`src/rtl/evt_irq_pkg.sv`:
```
package evt_irq_pkg;
  typedef enum logic [1:0] {
    SEL_STAT = 2'd0,
    SEL_EN   = 2'd1,
    SEL_CHEN = 2'd2,
    SEL_NONE = 2'd3
  } reg_sel_e;
endpackage

```
`src/rtl/evt_chan_status.sv`:
```
module evt_chan_status #(
  parameter int STAT_W = 8
) (
  input  logic              clk,
  input  logic              rst,
  input  logic [STAT_W-1:0] evt_i,
  input  logic              wr_en_i,
  input  logic              wr_chen_i,
  input  logic [STAT_W-1:0] wdata_i,
  input  logic              chen_bit_i,
  input  logic              rd_clr_i,
  output logic [STAT_W-1:0] status_o,
  output logic [STAT_W-1:0] enable_o,
  output logic              chen_o
);
  logic [STAT_W-1:0] evt_q;
  logic [STAT_W-1:0] status_q;
  logic [STAT_W-1:0] enable_q;
  logic              chen_q;
  logic [STAT_W-1:0] rise;
  logic [STAT_W-1:0] clr_vec;
  logic [STAT_W-1:0] status_d;

  assign rise     = evt_i & ~evt_q;
  assign clr_vec  = {STAT_W{rd_clr_i}};
  assign status_d = (status_q & ~clr_vec) | rise;

  always_ff @(posedge clk) begin
    if (rst) begin
      evt_q    <= '0;
      status_q <= '0;
      enable_q <= '0;
      chen_q   <= 1'b0;
    end else begin
      evt_q    <= evt_i;
      status_q <= status_d;
      if (wr_en_i)   enable_q <= wdata_i;
      if (wr_chen_i) chen_q   <= chen_bit_i;
    end
  end

  assign status_o = status_q;
  assign enable_o = enable_q;
  assign chen_o   = chen_q;

  // every detected edge is latched, even against a clear
  assert_edge_latched_R3: assert property (@(posedge clk) disable iff (rst)
    1'b1 |=> (($past(rise) & ~status_q) == '0));

  // set bits survive unless their register was read
  assert_sticky_R2: assert property (@(posedge clk) disable iff (rst)
    1'b1 |=> (($past(status_q) & ~$past(clr_vec) & ~status_q) == '0));

  // no bit appears without a fresh edge
  assert_no_retrigger_R1: assert property (@(posedge clk) disable iff (rst)
    1'b1 |=> (((~$past(status_q) | $past(clr_vec)) & ~$past(rise) & status_q) == '0));

  assert_enable_write_R4: assert property (@(posedge clk) disable iff (rst)
    wr_en_i |=> (enable_o == $past(wdata_i)));
endmodule

```
`src/rtl/evt_irq_combine.sv`:
```
module evt_irq_combine #(
  parameter int NUM_CH = 4,
  parameter int STAT_W = 8,
  localparam int FLAT_W = NUM_CH * STAT_W
) (
  input  logic              clk,
  input  logic              rst,
  input  logic [FLAT_W-1:0] status_i,
  input  logic [FLAT_W-1:0] enable_i,
  input  logic [NUM_CH-1:0] chen_i,
  output logic [NUM_CH-1:0] summary_o,
  output logic              irq_pull_low_o
);
  for (genvar c = 0; c < NUM_CH; c++) begin : g_gate
    assign summary_o[c] = chen_i[c] &
      (|(status_i[c*STAT_W +: STAT_W] & enable_i[c*STAT_W +: STAT_W]));
  end

  always_ff @(posedge clk) begin
    if (rst) irq_pull_low_o <= 1'b0;
    else     irq_pull_low_o <= |summary_o;
  end

  assert_irq_raise_R6: assert property (@(posedge clk) disable iff (rst)
    (summary_o != '0) |=> irq_pull_low_o);

  assert_irq_release_R6: assert property (@(posedge clk) disable iff (rst)
    (summary_o == '0) |=> !irq_pull_low_o);
endmodule

```
`src/rtl/evt_irq_hub.sv`:
```
module evt_irq_hub
  import evt_irq_pkg::*;
#(
  parameter int NUM_CH = 4,
  parameter int STAT_W = 8,
  localparam int CH_IDX_W = $clog2(NUM_CH + 1),
  localparam int ADDR_W   = CH_IDX_W + 2,
  localparam int FLAT_W   = NUM_CH * STAT_W
) (
  input  logic              clk,
  input  logic              rst,
  input  logic [FLAT_W-1:0] evt_in,
  input  logic              cfg_wr,
  input  logic              cfg_rd,
  input  logic [ADDR_W-1:0] cfg_addr,
  input  logic [STAT_W-1:0] cfg_wdata,
  output logic [STAT_W-1:0] cfg_rdata,
  output logic              irq_pull_low
);
  logic [CH_IDX_W-1:0] ch_idx;
  reg_sel_e            sel;
  logic [FLAT_W-1:0]   status_flat;
  logic [FLAT_W-1:0]   enable_flat;
  logic [NUM_CH-1:0]   chen_vec;
  logic [NUM_CH-1:0]   summary;
  logic [STAT_W-1:0]   rd_val;

  assign ch_idx = cfg_addr[ADDR_W-1:2];
  assign sel    = reg_sel_e'(cfg_addr[1:0]);

  for (genvar c = 0; c < NUM_CH; c++) begin : g_ch
    logic hit;
    assign hit = (ch_idx == CH_IDX_W'(c));

    evt_chan_status #(.STAT_W(STAT_W)) u_chan (
      .clk        (clk),
      .rst        (rst),
      .evt_i      (evt_in[c*STAT_W +: STAT_W]),
      .wr_en_i    (cfg_wr && hit && sel == SEL_EN),
      .wr_chen_i  (cfg_wr && hit && sel == SEL_CHEN),
      .wdata_i    (cfg_wdata),
      .chen_bit_i (cfg_wdata[0]),
      .rd_clr_i   (cfg_rd && hit && sel == SEL_STAT),
      .status_o   (status_flat[c*STAT_W +: STAT_W]),
      .enable_o   (enable_flat[c*STAT_W +: STAT_W]),
      .chen_o     (chen_vec[c])
    );

    // a disabled channel never appears in the summary
    assert_summary_gate_R5: assert property (@(posedge clk) disable iff (rst)
      !chen_vec[c] |-> !summary[c]);
  end

  evt_irq_combine #(.NUM_CH(NUM_CH), .STAT_W(STAT_W)) u_comb (
    .clk            (clk),
    .rst            (rst),
    .status_i       (status_flat),
    .enable_i       (enable_flat),
    .chen_i         (chen_vec),
    .summary_o      (summary),
    .irq_pull_low_o (irq_pull_low)
  );

  always_comb begin
    rd_val = '0;
    for (int c = 0; c < NUM_CH; c++) begin
      if (ch_idx == CH_IDX_W'(c)) begin
        case (sel)
          SEL_STAT: rd_val = status_flat[c*STAT_W +: STAT_W];
          SEL_EN:   rd_val = enable_flat[c*STAT_W +: STAT_W];
          SEL_CHEN: rd_val = STAT_W'(chen_vec[c]);
          default:  rd_val = '0;
        endcase
      end
    end
    if (ch_idx == CH_IDX_W'(NUM_CH) && sel == SEL_STAT)
      rd_val = STAT_W'(summary);
  end

  always_ff @(posedge clk) begin
    if (rst)         cfg_rdata <= '0;
    else if (cfg_rd) cfg_rdata <= rd_val;
  end

  assert_rdata_hold_R10: assert property (@(posedge clk) disable iff (rst)
    !cfg_rd |=> $stable(cfg_rdata));
endmodule

```
`config.mk`:
```
export PLATFORM = sky130hd
export DESIGN_NAME = evt_irq_hub
export DESIGN_NICKNAME = d
export VERILOG_FILES = /design/src/rtl/evt_irq_pkg.sv /design/src/rtl/evt_chan_status.sv /design/src/rtl/evt_irq_combine.sv /design/src/rtl/evt_irq_hub.sv
export SDC_FILE = /design/constraint.sdc
export NUM_CORES = 1
export LEC_CHECK = 0
export BUFFER_PORTS_ARGS = -buffer_cell sky130_fd_sc_hd__buf_2
export CORE_MARGIN = 2
export CORE_UTILIZATION = 29
export DETAILED_ROUTE_END_ITERATION = 7
export GPL_TIMING_DRIVEN = 0
export PLACE_DENSITY = 0.44
export SLEW_MARGIN = 20
export SYNTH_ARGS = -nofsm -noshare
export SYNTH_HDL_FRONTEND = slang
export SYNTH_SLANG_ARGS = --single-unit
```
`constraint.sdc`:
```
create_clock -name clk -period 2.4 [get_ports clk]
set_clock_uncertainty 0.2 [all_clocks]
set_input_delay 0.48 -clock clk [delete_from_list [all_inputs] [get_ports clk]]
set_output_delay 0.48 -clock clk [all_outputs]
set_load 0.05 [all_outputs]
```
==> metrics.md, run 1 <==
| Metric | Value |
|---|---|
| Status | `complete, no violations` |
| Worst Hold Path EP | `g_ch[1].u_chan.evt_q[0]` |
| Diodes inserted | `0` |
| Num CTS Buffers | `9` |
| Layout cell share with drive strength beyond 1 | `18.11%` |
| Hold Vio Cnt, Final | `0` |
| Max Cap Viol | `0` |
| Yosys top cell area share | `49.09%` |
| Hold path startpoint | `evt_in[8]` |
| Slew Limit Fails | `0` |
| Gpl congestion | `0.9252` |
| Final Power | `3.777 mW` |
| Via density | `5.031` |
| Minimum clock period | `2.234 ns` |
| Die width | `127.8 um` |
| Hold buffer count at CTS | `0` |
| RSZ-0062 raised after global routing | `false` |
| Sum Neg Setup Slack | `0 ns` |
| R2r endpoint | `u_comb.irq_pull_low_o` |
| Die Y | `127.8 um` |
| Post-Syn Instances | `460` |
| Post-DP Area | `4956 um^2` |
| Worst-path fanout max | `10` |
| Final antenna-violating net count | `0` |
| Initial DRC count | `203` |
| Remaining Overflow, GRT | `0` |
| Sw Share | `24.54%` |
| R2r startpoint | `g_ch[0].u_chan.status_o[6]` |
| Hold WC Path Type | `primary input to flop` |
| Fmax | `447.7 MHz` |
| First-pass GRT wire length | `21.03 mm` |
| Number of H-tree levels | `3` |
| # fillers | `1601` |
| Final cell count without fillers | `718` |
| Worst vdd ir | `0.4065 mV` |
| Largest stage delay, worst path | `0.62 ns` |
| GRT Overall Usage | `17.41%` |
| Vias in the first global route | `3693` |
| Largest net degree at the start of global routing | `17` |
| Initial Util | `29.46%` |
| Core Util, Final | `34.70%` |
| NumNets Final | `575` |
| Comb pwr share | `9.8%` |
| CP Cell Sequence | `buf_2 -> buf_4 -> buf_6 -> mux2i_1 -> nor2_1 -> a2111oi_0 -> o32ai_1` |
| DIE AREA | `16340 um^2` |
| Post-DP HPWL | `10.03 mm` |
| Drt total wl | `13.43 mm` |
| Boundary pin count | `58` |
| Area contributors post-synth | `dfxtp_1 49%, a22o_1 8.7%, mux2i_1 5.9%` |
| Finished Cell Area | `5236 um^2` |
| CP arrival | `2.24 ns` |
| Via count | `3612` |
| Post-CTS setup buffer count | `0` |
| Syn Nets | `509` |
| Kind of critical path | `primary input to flop` |
| R2R setup slack | `0.45 ns` |
| Power Density | `721.4 nW/um^2` |
| Count of cell types in the netlist | `43` |
| Core area | `15090 um^2` |
| CP required | `2.41 ns` |
| Post-synthesis average cell area | `9.664 um^2` |
| Final setup viols | `0` |
| Post-Syn Area | `4446 um^2` |
| Reg clk slew, reported paths | `0.07 ns` |
| CTS Sinks | `109` |
| Hold depth | `2` |
| TritonRoute pass-1 iters | `4` |
| Synthesis-stage register bit count | `109` |
| Clk_lat worst skew | `0.35 ns` |
| Hold WS | `0.1843 ns` |
| Prevailing post-synth register cell | `dfxtp_1` |
| Reg2reg path depth | `4` |
| Final critical-path setup slack | `0.1663 ns` |
| Int Power | `2.851 mW` |
| WP buf/inv | `3` |
| Fraction of registers with async set/reset | `0%` |
| Slowest CP cell | `a2111oi_0` |
| Number of flops mapped to enable cells by yosys | `0` |
| Root Buffer | `clkbuf_16` |
| TritonCTS clock tree | `yes` |
| Synth warn | `0` |
| Delay-heaviest family, CP | `compound AO/OA/AOI/OAI gates` |
| Placed instance count | `703` |
| Rel. slew slack | `37.39%` |
| Register share of total power | `52.1%` |
| Period Utilization, post-route | `93.07%` |
| Routed len/inst | `18.70 um` |
| Cts repair resizes | `0` |
| Row count | `45` |
| Worst Setup Start Kind | `primary input` |
| # DRC | `0` |
| Post-synthesis sequential area ratio | `49.09%` |
| Worst-case clock buffer depth | `2` |
| Pleak | `2.127 nW` |
| # port buffers | `55` |
| Area leader, netlist | `dfxtp_1` |
| Syn-to-layout area delta | `17.79%` |
| Clock Power Share | `38.1%` |
| Sw power | `926.8 uW` |
| Critical Path Sink Type | `flop` |
| DP Worst Slack | `-0.1393 ns` |
| Initial antenna violation count | `0` |
| Slew @ Worst Pin | `0.9392 ns` |
-- cells in the final DEF (no fill, tap or decap), types with 5 or more instances in the layout --
master     netlist  final
a21oi_1         32     32
a22o_1          44     44
a22oi_1          5      5
buf_2           11     66
clkbuf_1        10     10
clkbuf_16        0      9
clkinv_2         0      5
dfxtp_1        109    109
inv_1           37     37
mux2i_1         26     26
mux4_2           8      8
nand2_1         32     32
nand3_1         13     13
nor2_1          24     24
nor2b_1         34     34
nor3_1          11     11
o21ai_0         21     21
-- logic make-up after synthesis --
logic type             synth area share [%]
muxes                                 10.41
and+or+nand+nor                       14.58
buffers and inverters                 5.882
DFF                                   49.09
AOI/OAI and AO/OA                     20.04
-- flip-flops by register name, summed over array words and instances, names as in the netlist --
| register | flops |
|---|---|
| g_ch.u_chan.evt_q | 32 |
| u_comb.irq_pull_low_o | 1 |
| cfg_rdata | 8 |
| g_ch.u_chan.enable_o | 32 |
| g_ch.u_chan.chen_o | 4 |
| g_ch.u_chan.status_o | 32 |
-- synth_stat cells, types with 3 or more instances --
| master | instances |
|---|---|
| mux4_2 | 8 |
| nor2_1 | 24 |
| a22oi_1 | 5 |
| a21oi_1 | 32 |
| a22o_1 | 44 |
| inv_1 | 37 |
| buf_2 | 11 |
| nor3_1 | 11 |
| and3b_1 | 3 |
| o41ai_1 | 3 |
| nand3_1 | 13 |
| nand2_1 | 32 |
| nor2b_1 | 34 |
| dfxtp_1 | 109 |
| clkbuf_1 | 10 |
| nand3b_1 | 3 |
| o21ai_0 | 21 |
| mux2i_1 | 26 |
-- power by group through the flow --
stage | Combinational (mW) | Sequential (mW) | Clock, mW
after floorplan | 0.222 | 2.00 | 0
after global placement | 0.371 | 2.01 | 0
after detailed placement | 0.372 | 2.01 | 0
after CTS | 0.375 | 1.97 | 1.50
after global routing | 0.407 | 1.98 | 1.57
final | 0.372 | 1.97 | 1.44
-- cell type report --
class	count	area, um^2	area share [%]
sequential	109	2182	41.67
timing repair buffer	55	275.3	5.257
buffer	25	122.6	2.342
multi-input combinational	289	2002	38.23
tap	188	235.2	4.492
clock buffer	9	225.2	4.301
inverter	37	138.9	2.652
clock inverter	6	55.05	1.051
-- worst max-delay path by stage --
stage	end	slack, ns	cells past startpoint	from
6_report	cfg_rdata[0]	0.17	7	cfg_addr[0]
5_1_grt	cfg_rdata[0]	0.11	7	cfg_addr[0]
4_1_cts	cfg_rdata[0]	0.26	7	cfg_addr[0]
3_5_place_dp	cfg_rdata[0]	-0.14	7	cfg_addr[0]
3_3_place_gp	cfg_rdata[0]	-0.24	7	cfg_addr[0]
2_1_floorplan	g_ch[1].u_chan.status_o[0]	0.58	4	cfg_addr[4]
-- metal layers --
layer  track usage (%)  up-vias  routed length (um)
met5                 0        -                   0
met4             7.628        0                 335
met3             4.090       17                 680
met2             27.30       96                6299
met1             22.91     1727                6113
li1                  -     1772                   -
Note: power is estimated with default switching activity, not from simulation.
==> run 2, diff against run 1 <==
--- a/config.mk
+++ b/config.mk
@@ -6,11 +6,12 @@
 export NUM_CORES = 1
 export LEC_CHECK = 0
 export BUFFER_PORTS_ARGS = -buffer_cell sky130_fd_sc_hd__buf_2
+export CORE_ASPECT_RATIO = 1.4
 export CORE_MARGIN = 2
-export CORE_UTILIZATION = 29
+export CORE_UTILIZATION = 49
 export DETAILED_ROUTE_END_ITERATION = 7
 export GPL_TIMING_DRIVEN = 0
-export PLACE_DENSITY = 0.44
+export PLACE_DENSITY = 0.67
 export SLEW_MARGIN = 20
 export SYNTH_ARGS = -nofsm -noshare
 export SYNTH_HDL_FRONTEND = slang
==> run 2 against run 1 <==
Register-to-register slack worse by 0.13 ns. Routed wire length is 7.8% lower. Core utilization rose by 23 points. Via count rose by 2.9%. Maximum frequency grew 3.9%. Critical endpoint is now cfg_rdata[2].
==> metrics.md, run 2 (same netlist as run 1, synthesis figures left out) <==
| Metric | Value |
|---|---|
| Initial antenna violation count | `0 (unchanged)` |
| Num CTS Buffers | `9 (unchanged)` |
| CP required | `2.40 ns (about the same)` |
| Initial DRC count | `250 (+23%)` |
| Slew Limit Fails | `0 (unchanged)` |
| Remaining Overflow, GRT | `0 (unchanged)` |
| NumNets Final | `575 (unchanged)` |
| Largest stage delay, worst path | `0.57 ns (-0.05 ns)` |
| Number of H-tree levels | `3 (unchanged)` |
| Hold buffer count at CTS | `0 (unchanged)` |
| Diodes inserted | `0 (unchanged)` |
| Root Buffer | `clkbuf_16` |
| Worst Setup Start Kind | `primary input` |
| Row count | `41 (-8.9%)` |
| Hold WC Path Type | `primary input to flop` |
| Final setup viols | `0 (unchanged)` |
| Drt total wl | `12.38 mm (-7.8%)` |
| Critical Path Sink Type | `flop` |
| Die Y | `116.7 um (-8.7%)` |
| Fmax | `465.0 MHz (+3.9%)` |
| Status | `complete, no violations` |
| Gpl congestion | `0.9387 (+1.5%)` |
| Commonest non-fill, non-tap cell in the layout | `dfxtp_1` |
| Routed len/inst | `19.41 um (+3.8%)` |
| Power Density | `742.4 nW/um^2 (+2.9%)` |
| Post-DP HPWL | `9.123 mm (-9.1%)` |
| Core Util, Final | `57.77% (+23 points)` |
| First-pass GRT wire length | `19.18 mm (-8.8%)` |
| GRT Overall Usage | `25.84% (+8.4 points)` |
| Worst-path fanout max | `10 (unchanged)` |
| Reg2reg path depth | `4 (unchanged)` |
| Clk_lat worst skew | `0.35 ns (about the same)` |
| Hold Vio Cnt, Final | `0 (unchanged)` |
| Routed met2 length | `6.059 mm (-3.8%)` |
| DIE AREA | `9861 um^2 (-40%)` |
| Die width | `84.50 um (-34%)` |
| Placed instance count | `622 (-12%)` |
| Slew @ Worst Pin | `0.8470 ns (-0.09215 ns)` |
| TritonRoute pass-1 iters | `5 (+1)` |
| Commonest non-fill, non-tap cells in the layout | `109 x dfxtp_1, 66 x buf_2, 44 x a22o_1, 37 x inv_1, 34 x nor2b_1` |
| Routed wl met3 | `704 um (+3.5%)` |
| Max Cap Viol | `0 (unchanged)` |
| # port buffers | `55 (unchanged)` |
| Pleak | `2.123 nW (-0.19%)` |
| TritonCTS clock tree | `yes` |
| Rel. slew slack | `42.79% (+5.4 points)` |
| # DRC | `0 (unchanged)` |
| Via count | `3715 (+2.9%)` |
| Top sig layer | `met4` |
| Hold depth | `2 (unchanged)` |
| Via density | `5.823 (+16%)` |
| Final cell count without fillers | `638 (-11%)` |
| Final antenna-violating net count | `0 (unchanged)` |
| Post-CTS setup buffer count | `0 (unchanged)` |
| Vias in the first global route | `3609 (-2.3%)` |
| Slowest CP cell | `o311ai_0` |
| Kind of critical path | `primary input to flop` |
| CTS Sinks | `109 (unchanged)` |
| DRT met1 WL | `5.026 mm (-18%)` |
| CP arrival | `2.15 ns (-0.09 ns)` |
| Cts repair resizes | `0 (unchanged)` |
| RSZ-0062 raised after global routing | `false` |
| Worst-case clock buffer depth | `2 (unchanged)` |
| Worst vdd ir | `0.5972 mV (+47%)` |
| # fillers | `837 (-48%)` |
| Boundary pin count | `58 (unchanged)` |
| Period Utilization, post-route | `89.60% (-3.5 points)` |
| Core area | `8926 um^2 (-41%)` |
| Syn-to-layout area delta | `15.99%` |
| Layout cell share with drive strength beyond 1 | `18.27% (+0.15 points)` |
| Initial Util | `49.80% (+20 points)` |
| Largest net degree at the start of global routing | `18 (+1)` |
| Reg clk slew, reported paths | `0.07 ns (about the same)` |
| CP Cell Sequence | `buf_2 -> buf_4 -> buf_6 -> mux2i_1 -> nor3_1 -> o311ai_0 -> a21oi_1` |
| Minimum clock period | `2.150 ns (-0.08322 ns)` |
==> run 2: cell count changes in the layout (fill, tap and decap cells not counted) <==
cell | before | now
clkinv_2 | 5 | 2
clkinvlp_4 | 0 | 3
clkbuf_8 | 0 | 1
==> run 2: area by class of cell <==
cell class                      instances  area [um^2]  area share, %
Clock inverter                          6        62.56          1.213
Clock buffer                           10        239.0          4.635
Tap cell                              107        133.9          2.596
Multi-Input combinational cell        289         2002          38.83
Sequential cell                       109         2182          42.32
Timing Repair Buffer                   55        275.3          5.339
Buffer                                 25        122.6          2.378
Inverter                               37        138.9          2.694
==> run 2: power by group <==
part,total [mW],internal [mW],switching (mW)
Sequential,1.97,1.90,0.0697
Clock,1.49,0.834,0.658
Combinational,0.366,0.156,0.210
==> run 2: path summary, 6_finish.rpt <==
check	startpoint	slack [ns]	to
setup reg to reg	g_ch[2].u_chan.status_o[5]	0.32	cfg_rdata[2]
hold reg to reg	cfg_rdata[4]	0.25	cfg_rdata[4]
hold / removal	evt_in[7]	0.19	g_ch[0].u_chan.evt_q[7]
setup / recovery	cfg_addr[0]	0.25	cfg_rdata[2]
==> run 2: per-layer routing <==
| layer | global-route usage (%) | vias up |
|---|---|---|
| met5 | 0 | - |
| met4 | 14.29 | 0 |
| met3 | 4.735 | 34 |
| met2 | 44.67 | 150 |
| met1 | 30.30 | 1756 |
| li1 | - | 1775 |
==> run 2: metrics by stage <==
| stage | power [mW] | area (um^2) | hold WS (ns) | TNS (ns) | setup WS, ns |
|---|---|---|---|---|---|
| floorplan | 2.218 | 4446 | 0.2458 | 0 | 0.5840 |
| global placement | 2.364 | 4855 | 0.2341 | -0.8092 | -0.09470 |
| detailed placement | 2.374 | 4855 | 0.2396 | -0.7061 | -0.08957 |
| CTS | 3.849 | 5156 | 0.1824 | 0 | 0.2643 |
| global route | 3.962 | 5156 | 0.1916 | 0 | 0.2155 |
| finish | 3.828 | 5156 | 0.1908 | 0 | 0.2496 |
==> run 2: worst max-delay path: cells and delay by family <==
kind,cells,cell delay [ns]
AO/OA/AOI/OAI,2,0.71
multiplexers,1,0.23
buffers and inverters,3,0.64
AND/OR/NAND/NOR,1,0.07
